--- src/rtl/smb_share_lock.sv ---
module smb_share_lock #(
  parameter int ADDR_W = 4,
  parameter int DATA_W = 8,
  parameter logic [ADDR_W-1:0] CTRL_ADDR = 4'd8,
  parameter int REQ_BIT = 4,
  parameter int REL_BIT = 5
) (
  input  logic              clk,
  input  logic              rst_n,
  input  logic              h_wr,
  input  logic [ADDR_W-1:0] h_addr,
  input  logic [DATA_W-1:0] h_wdata,
  output logic [DATA_W-1:0] h_rdata,
  input  logic              ec_req,
  input  logic              ec_rel,
  output logic              own_host,
  output logic              own_ec
);
  localparam logic [DATA_W-1:0] LOCK_BITS =
    (DATA_W'(1) << REQ_BIT) | (DATA_W'(1) << REL_BIT);
  localparam logic [DATA_W-1:0] KEEP_MASK = ~LOCK_BITS;

  logic              host_q, ec_q;
  logic [DATA_W-1:0] store_q;

  wire ctrl_wr = h_wr && (h_addr == CTRL_ADDR);
  wire h_rel   = ctrl_wr && h_wdata[REL_BIT];
  wire h_req   = ctrl_wr && h_wdata[REQ_BIT] && !h_wdata[REL_BIT];

  always_ff @(posedge clk or negedge rst_n) begin
    if (!rst_n) begin
      host_q <= 1'b0;
      ec_q   <= 1'b0;
    end else if (ec_q) begin
      if (ec_rel) ec_q <= 1'b0;
    end else if (host_q) begin
      if (h_rel) host_q <= 1'b0;
    end else if (ec_req) begin
      ec_q <= 1'b1;
    end else if (h_req) begin
      host_q <= 1'b1;
    end
  end

  always_ff @(posedge clk or negedge rst_n) begin
    if (!rst_n)       store_q <= '0;
    else if (ctrl_wr) store_q <= h_wdata & KEEP_MASK;
  end

  assign h_rdata  = (h_addr == CTRL_ADDR) ? (store_q | (DATA_W'(host_q) << REQ_BIT)) : '0;
  assign own_host = host_q;
  assign own_ec   = ec_q;
endmodule


--- config.mk ---
export PLATFORM = sky130hd
export DESIGN_NAME = smb_share_lock
export DESIGN_NICKNAME = d
export VERILOG_FILES = /design/src/rtl/smb_share_lock.sv
export SDC_FILE = /design/constraint.sdc
export NUM_CORES = 1
export LEC_CHECK = 0
export BUFFER_PORTS_ARGS = -buffer_cell sky130_fd_sc_hd__clkbuf_2
export CAP_MARGIN = 5
export CORE_AREA = 5 5 42 44
export CTS_CLUSTER_SIZE = 8
export DETAILED_ROUTE_END_ITERATION = 10
export DIE_AREA = 0 0 47 49
export HOLD_SLACK_MARGIN = 0.02
export SLEW_MARGIN = 20
export SYNTH_ARGS = -nofsm -noshare
export SYNTH_HDL_FRONTEND = slang
export SYNTH_SLANG_ARGS = --single-unit
--- constraint.sdc ---
create_clock -name clk -period 0.8 [get_ports clk]
set_input_delay 0.04 -clock clk [delete_from_list [all_inputs] [get_ports clk]]
set_output_delay 0.04 -clock clk [all_outputs]
set_load 0.005 [all_outputs]
# Yosys cells after proc, flatten, opt, wreduce, memory -nomap -nowiden
# Index checks and enable logic that the tools add are counted.
dict set report totals {
  ff_bits 8
  inputBits 17
  wordCells 19
}
dict set report op_classes {
  n_eq_ne 1
  n_mux 9
  bitwise 1
  n_reduce_logical 5
}
# operator count
set ops {}
lappend ops {{$mux 1} 8}
lappend ops {{$mux 8} 1}
lappend ops {{$or 8x5->8} 1}
lappend ops {{$eq 4x4->1 const B} 1}
lappend ops {{$logic_and 1x1->1} 4}
lappend ops {{$logic_not 1->1} 1}

# Longest topological paths before layout
# Gate-level depths: netlist (run 1).
dict set report logic_depth {
  word_depth 7
  depth_mapped 3
  depth_no_buf 3
}

# Worst setup path after synthesis (run 1)
# Ideal clock, no wire load.
dict set report synth_timing {
  path_kind {input port to flip-flop}
  startpoint {in h_addr[1]}
  endpoint {reg store_q[0]}
  arrival_time_ps 870
  t_required_ps 675
  slack_ps -195
  cell_stages 3
  path_buffers 0
  cell_sequence {nor4b_4 nand2_4 mux2_2}
}
dict set report synth_between {
  elab_chain_len 2
}
# element line_no
set synth_lines {}
lappend synth_lines {{start: declaration} 11} ;# input logic [ADDR_W-1:0] h_addr,
lappend synth_lines {{$eq 4x4->1} 26} ;# wire ctrl_wr = h_wr && (h_addr == CTRL_ADDR);
lappend synth_lines {{$logic_and 1x1->1} 26}
lappend synth_lines {{end signal: assignment} 47} ;# else if (ctrl_wr) store_q <= h_wdata & KEEP_MASK;
lappend synth_lines {{end: declaration} 24} ;# logic [DATA_W-1:0] store_q;
# Every way passes these cells.
# A chain may end at the register's enable or synchronous reset.

# Worst setup path in the final report (run 1)
dict set report layout_timing {
  startpoint {in h_addr[2]}
  endpoint {out h_rdata[7]}
}
dict set report layout_between {
  elab_chain_len 2
}
# element line_no
set layout_lines {}
lappend layout_lines {{$eq 4x4->1} 50} ;# assign h_rdata = (h_addr == CTRL_ADDR) ? (store_q | (DATA_W'(host_q) << REQ_BIT)) : '0;
lappend layout_lines {{$mux 8} 50}
lappend layout_lines {{end: declaration} 13} ;# output logic [DATA_W-1:0] h_rdata,
# Every way passes these cells.

==> qor.yml, run 1 <==
status:
  outcome: "finished with violations"
  failed_checks: "negative setup slack"
setup_path:
  r2r_slack_ns: -0.07
  start_kind: "input pin"
  worst-path-buf-inv: 3
  crit_family: "simple AND/OR/NAND/NOR gates"
  cp_slowest_cell: "nor4b_4"
  crit_required_ns: 0.76
  crit_cells: 5
  critPathMaxFanout: 4
  crit_arrival_ns: 0.94
  crit_type: "in -> out"
  cpPeakStageDelay_ns: 0.38
  end_kind: "primary output"
  r2r_cells: 3
  crit_top_cell: "buf_6"
  path_cells: "buf_6 > nor4b_4 > buf_4 > and2_4 > buf_6"
cts:
  clk_pin_slew_ns: 0.05
  clock_sinks: 8
  root_buffer: "clkbuf_4"
  clk_latency_ns: 0.24
  h-tree-depth: 1
  cts_tree: "built"
  cts_buffer_depth: 2
  cts_buffers: 3
floorplanning:
  rows: 14
  start_util: 0.288
  dieArea_um2: 2300
  boundaryPins: 27
  chipHeight_um: 49
  core_um2: 1400
  die_x_um: 47
power_and_ir_drop:
  pwr-share-comb: 0.254
  p_int_mw: 0.852
  p_seq_frac: 0.491
  finalPower_mw: 1.12
  power_density_nw_per_um2: 1640
  p_sw_frac: 0.240
  peakVddDrop_mv: 0.967
  power_leakage_nw: 0.353
  p_sw_mw: 0.269
  clkPwrFrac: 0.256
finish:
  final_cell_area_um2: 682
  area_growth_pct: 68.7
  layout_common_cells: "17 x clkbuf_2, 9 x buf_6, 8 x dfrtp_1, 7 x and2_4, 6 x mux2_2"
  final_common_cell: "clkbuf_2"
  layout-drive-gt1-share: 0.734
  nNetsFinal: 83
  antenna_cells: 0
sta:
  finalWorstSetupSlack_ns: -0.178
  rsz0062_at_grt: "yes"
  finalHoldViolCount: 0
  setup_viol: 16
  drv_slew: 0
  skew_ns: 0.000215
  max_freq_ghz: 1.02
  finalSetupTns_ns: -1.46
  period_minus_slack_ns: 0.978
  post-route-period-util: 1.22
synthesis:
  synth_nets: 48
  syn_inst: 31
  avgSynthCellArea_um2: 13.0
  synth_seq_cells: 8
  synth_cell_type_count: 12
  netlist_area_um2: 404
  yosysWarnings: 0
  ys_seq_area_frac: 0.495
worst_hold_path:
  hold_depth: 2
  hold_path_class: "in -> reg"
route:
  drc: 0
  wl_per_cell_um: 10.8
  top_layer_used: "met3"
  drt_iter0_markers: 2
  vias_per_cell: 4.29
  routed_wl_um: 865
  antenna_left: 0
  drt_first_pass_iters: 4
  met3_length_um: 60
  wl_met2_um: 487
  wl_met1_um: 316
  vias: 343
placement:
  post-dp-hpwl_um: 737
  portBuffers: 25
  dp_slack_ns: -0.286
  place_area_um2: 564
  routabilityCongestion: 0.627
global_route:
  grt_first_pass_wirelength_mm: 1.47
  grt_pass1_vias: 368
  grt_max_degree: 9
  grt_overflow: 0
  grt_antenna_before_repair: 0
  track_usage: 0.0839
flow_run:
  cap_violations: 0
[routing by layer]
layer / up-vias / GRT usage
met1: 160 / 0.0952
met5: - / 0
met2: 9 / 0.145
met4: 0 / 0.0276
met3: 0 / 0.0221
li1: 174 / -
[state kept, by name, indices dropped and copies added, names as in the netlist]
register  count
own_ec        1
own_host      1
store_q       6
[per-stage QoR]
step | hold slack (ns) | cells | utilization
after detailed placement | -0.106 | 74 | 0.403
final | 0.0279 | 80 | 0.487
after global placement | -0.106 | 74 | 0.403
after global routing | 0.0207 | 80 | 0.487
after CTS | 0.0231 | 80 | 0.446
after floorplan | -0.256 | 31 | -
[power groups by stage]
| stage | Combinational, mW | Sequential (mW) | Clock (mW) |
|---|---|---|---|
| 2_1_floorplan | 0.119 | 0.540 | 0 |
| 3_3_place_gp | 0.234 | 0.545 | 0 |
| 3_5_place_dp | 0.240 | 0.548 | 0 |
| 4_1_cts | 0.267 | 0.548 | 0.300 |
| 5_1_grt | 0.320 | 0.560 | 0.332 |
| 6_report | 0.284 | 0.550 | 0.287 |
[logic make-up after synthesis]
logic type	share of synthesized area
AND/OR/NAND/NOR	0.245
flip-flops	0.495
multiplexers	0.167
AO/OA/AOI/OAI	0.0557
buffers and inverters	0.0279
other	0.00928
[path summary, 6_finish.rpt]
check                                  startpoint                endpoint
min                                    h_wdata[2]  store_q[2]$_DFFE_PN0P_
max in group asynchronous                   rst_n  store_q[3]$_DFFE_PN0P_
max reg2reg                      own_ec$_DFF_PN0_    own_host$_DFFE_PN0N_
min in group asynchronous                   rst_n    own_host$_DFFE_PN0N_
max                                     h_addr[2]              h_rdata[7]
min reg2reg                store_q[6]$_DFFE_PN0P_  store_q[6]$_DFFE_PN0P_
[cell type report]
class / count / area [um2]
fill: 140 / 719
multi-input combinational: 21 / 201
inverter: 1 / 6.26
timing repair buffer: 31 / 231
tap: 16 / 20.0
clock buffer: 3 / 22.5
sequential: 8 / 200
[what timing repair did]
action | CTS | global route
hold buffers | 3 | 0
pin swaps | 4 | 5
endpoints found under the hold margin | 10 | 0
gates resized for setup | 7 | 13
cloned | 0 | 0
setup buffers | 0 | 0
endpoints found under the setup margin | 17 | 17
[synthesized netlist by cell type]
library cell  number  area, um2
mux2_2             6       67.6
nand2_4            1       11.3
conb_1             1       3.75
nor4b_4            1       23.8
buf_4              1       7.51
a41oi_1            2       17.5
nand3b_1           1       7.51
inv_1              1       3.75
nor2_1             1       3.75
dfrtp_1            8        200
o21ai_0            1       5.00
and2_2             7       52.6
(Power assumes the default switching activity.)
==> run 2, diff against run 1 <==
--- a/config.mk
+++ b/config.mk
@@ -8,6 +8,7 @@
 export BUFFER_PORTS_ARGS = -buffer_cell sky130_fd_sc_hd__clkbuf_2
 export CAP_MARGIN = 5
 export CORE_AREA = 5 5 42 44
+export CTS_CLUSTER_DIAMETER = 80
 export CTS_CLUSTER_SIZE = 8
 export DETAILED_ROUTE_END_ITERATION = 10
 export DIE_AREA = 0 0 47 49
==> constraint.sdc (replaced) <==
create_clock -name clk -period 1.2 [get_ports clk]
set_input_delay 0.06 -clock clk [delete_from_list [all_inputs] [get_ports clk]]
set_output_delay 0.06 -clock clk [all_outputs]
set_load 0.005 [all_outputs]
==> qor.yml, run 2 (synthesis gave the netlist of run 1 again) <==
power_and_ir_drop:
  peakVddDrop_mv: 0.595
  power_density_nw_per_um2: 1190
  pwr-share-comb: 0.207
  finalPower_mw: 0.706
  p_seq_frac: 0.512
  clkPwrFrac: 0.282
  p_sw_frac: 0.240
  p_sw_mw: 0.169
  power_leakage_nw: 0.321
  p_int_mw: 0.536
setup_path:
  critPathMaxFanout: 7
  crit_cells: 5
  start_kind: "input pin"
  crit_top_cell: "clkbuf_2"
  path_cells: "clkbuf_2 > nor4b_4 > buf_4 > and2_2 > clkbuf_2"
  end_kind: "primary output"
  crit_required_ns: 1.14
  crit_path_start: "h_addr[1]"
  r2r_cells: 3
  crit_type: "in -> out"
  crit_end: "h_rdata[7]"
  r2r-end: "own_host$_DFFE_PN0N_"
  crit_arrival_ns: 1.00
  crit_family: "simple AND/OR/NAND/NOR gates"
  rr_startpoint: "own_ec$_DFF_PN0_"
  cpPeakStageDelay_ns: 0.39
  r2r_slack_ns: 0.33
  cp_slowest_cell: "nor4b_4"
  worst-path-buf-inv: 3
cts:
  clk_pin_slew_ns: 0.05
  cts_buffer_depth: 2
  post_cts_buffers: 0
  cts_tree: "built"
  cts_resized: 0
  h-tree-depth: 1
  root_buffer: "clkbuf_4"
  clock_sinks: 8
  cts_buffers: 3
  clk_latency_ns: 0.25
placement:
  portBuffers: 25
  placedCellCount: 72
  post-dp-hpwl_um: 696
  routabilityCongestion: 0.608
  dp_slack_ns: 0.0973
finish:
  n_fill_cell: 158
  nNetsFinal: 80
  final_common_cell: "clkbuf_2"
  largest_register_ffs: 6
  layout-drive-gt1-share: 0.721
  antenna_cells: 0
  layout_common_cells: "25 x clkbuf_2, 8 x dfrtp_1, 7 x and2_2, 6 x mux2_2, 3 x clkbuf_4"
  largest_register: "store_q"
  fin_cells: 77
  area_growth_pct: 46.4
sta:
  finalWorstSetupSlack_ns: 0.138
  finalHoldViolCount: 0
  rsz0062_at_grt: "no"
  skew_ns: 0.00357
  max_freq_ghz: 0.941
  setup_viol: 0
  period_minus_slack_ns: 1.06
  post-route-period-util: 0.885
  finalSetupTns_ns: 0
  drv_slew: 0
floorplanning:
  boundaryPins: 27
  core_um2: 1400
  chipHeight_um: 49
  start_util: 0.288
  die_x_um: 47
  rows: 14
  dieArea_um2: 2300
route:
  drt_first_pass_iters: 2
  vias: 330
  antenna_left: 0
  vias_per_cell: 4.29
  wl_per_cell_um: 10.9
  routed_wl_um: 841
  drc: 0
  drt_iter0_markers: 1
global_route:
  grt_pass1_vias: 305
  track_usage: 0.0825
  grt_antenna_before_repair: 0
  grt_max_degree: 9
  grt_overflow: 0
  grt_first_pass_wirelength_mm: 1.30
flow_run:
  cap_violations: 0
worst_hold_path:
  hold_path_class: "in -> reg"
status:
  outcome: "complete, no violations"
run 2: cell types whose count changed in the layout (fill, tap and decap cells not counted), moves of 7 or more:
cell,before,now
buf_6,9,0
and2_4,7,0
and2_2,0,7
clkbuf_2,17,25
run 2: layer usage:
layer	vias to the layer above	routed length [um]	global-route usage
li1	166	-	-
met1	154	316	0.0862
met2	10	458	0.122
met3	0	66	0.0443
met4	0	0	0.0553
met5	-	0	0
run 2: per-stage QoR:
| step | utilization | hold WS (ns) | area (um2) |
|---|---|---|---|
| final | 0.422 | 0.0345 | 592 |
| after global routing | 0.422 | 0.0203 | 592 |
| after CTS | 0.415 | 0.0264 | 582 |
| after detailed placement | 0.392 | -0.0863 | 549 |
| after global placement | 0.392 | -0.0856 | 549 |
| after floorplan | - | -0.236 | 404 |
run 2: area by class of cell:
class / instances / area [um2] / share of cell area
inverter: 1 / 3.75 / 0.00634
tap: 16 / 20.0 / 0.0338
sequential: 8 / 200 / 0.338
multi-input combinational: 21 / 193 / 0.326
timing repair buffer: 28 / 153 / 0.258
clock buffer: 3 / 22.5 / 0.0381
run 2: repair_timing:
item,in CTS,in global routing
setup endpoints to repair,0,0
hold buffers,1,1
endpoints found under the hold margin,8,1
run 2: worst min path at each step:
stage / start / to / cells after the start
floorplan: rst_n / own_ec$_DFF_PN0_ / 0
CTS: h_wdata[5] / own_host$_DFFE_PN0N_ / 2
detailed placement: rst_n / store_q[0]$_DFFE_PN0P_ / 1
finish: ec_rel / own_ec$_DFF_PN0_ / 2
global placement: rst_n / store_q[0]$_DFFE_PN0P_ / 1
global route: h_wdata[7] / store_q[7]$_DFFE_PN0P_ / 2
run 2: power groups by stage:
stage               logic [mW]  clock network, mW  registers [mW]
floorplan               0.0795                  0           0.360
global placement         0.141                  0           0.365
global route             0.163              0.230           0.370
CTS                      0.147              0.207           0.362
detailed placement       0.144                  0           0.367
finish                   0.146              0.199           0.361
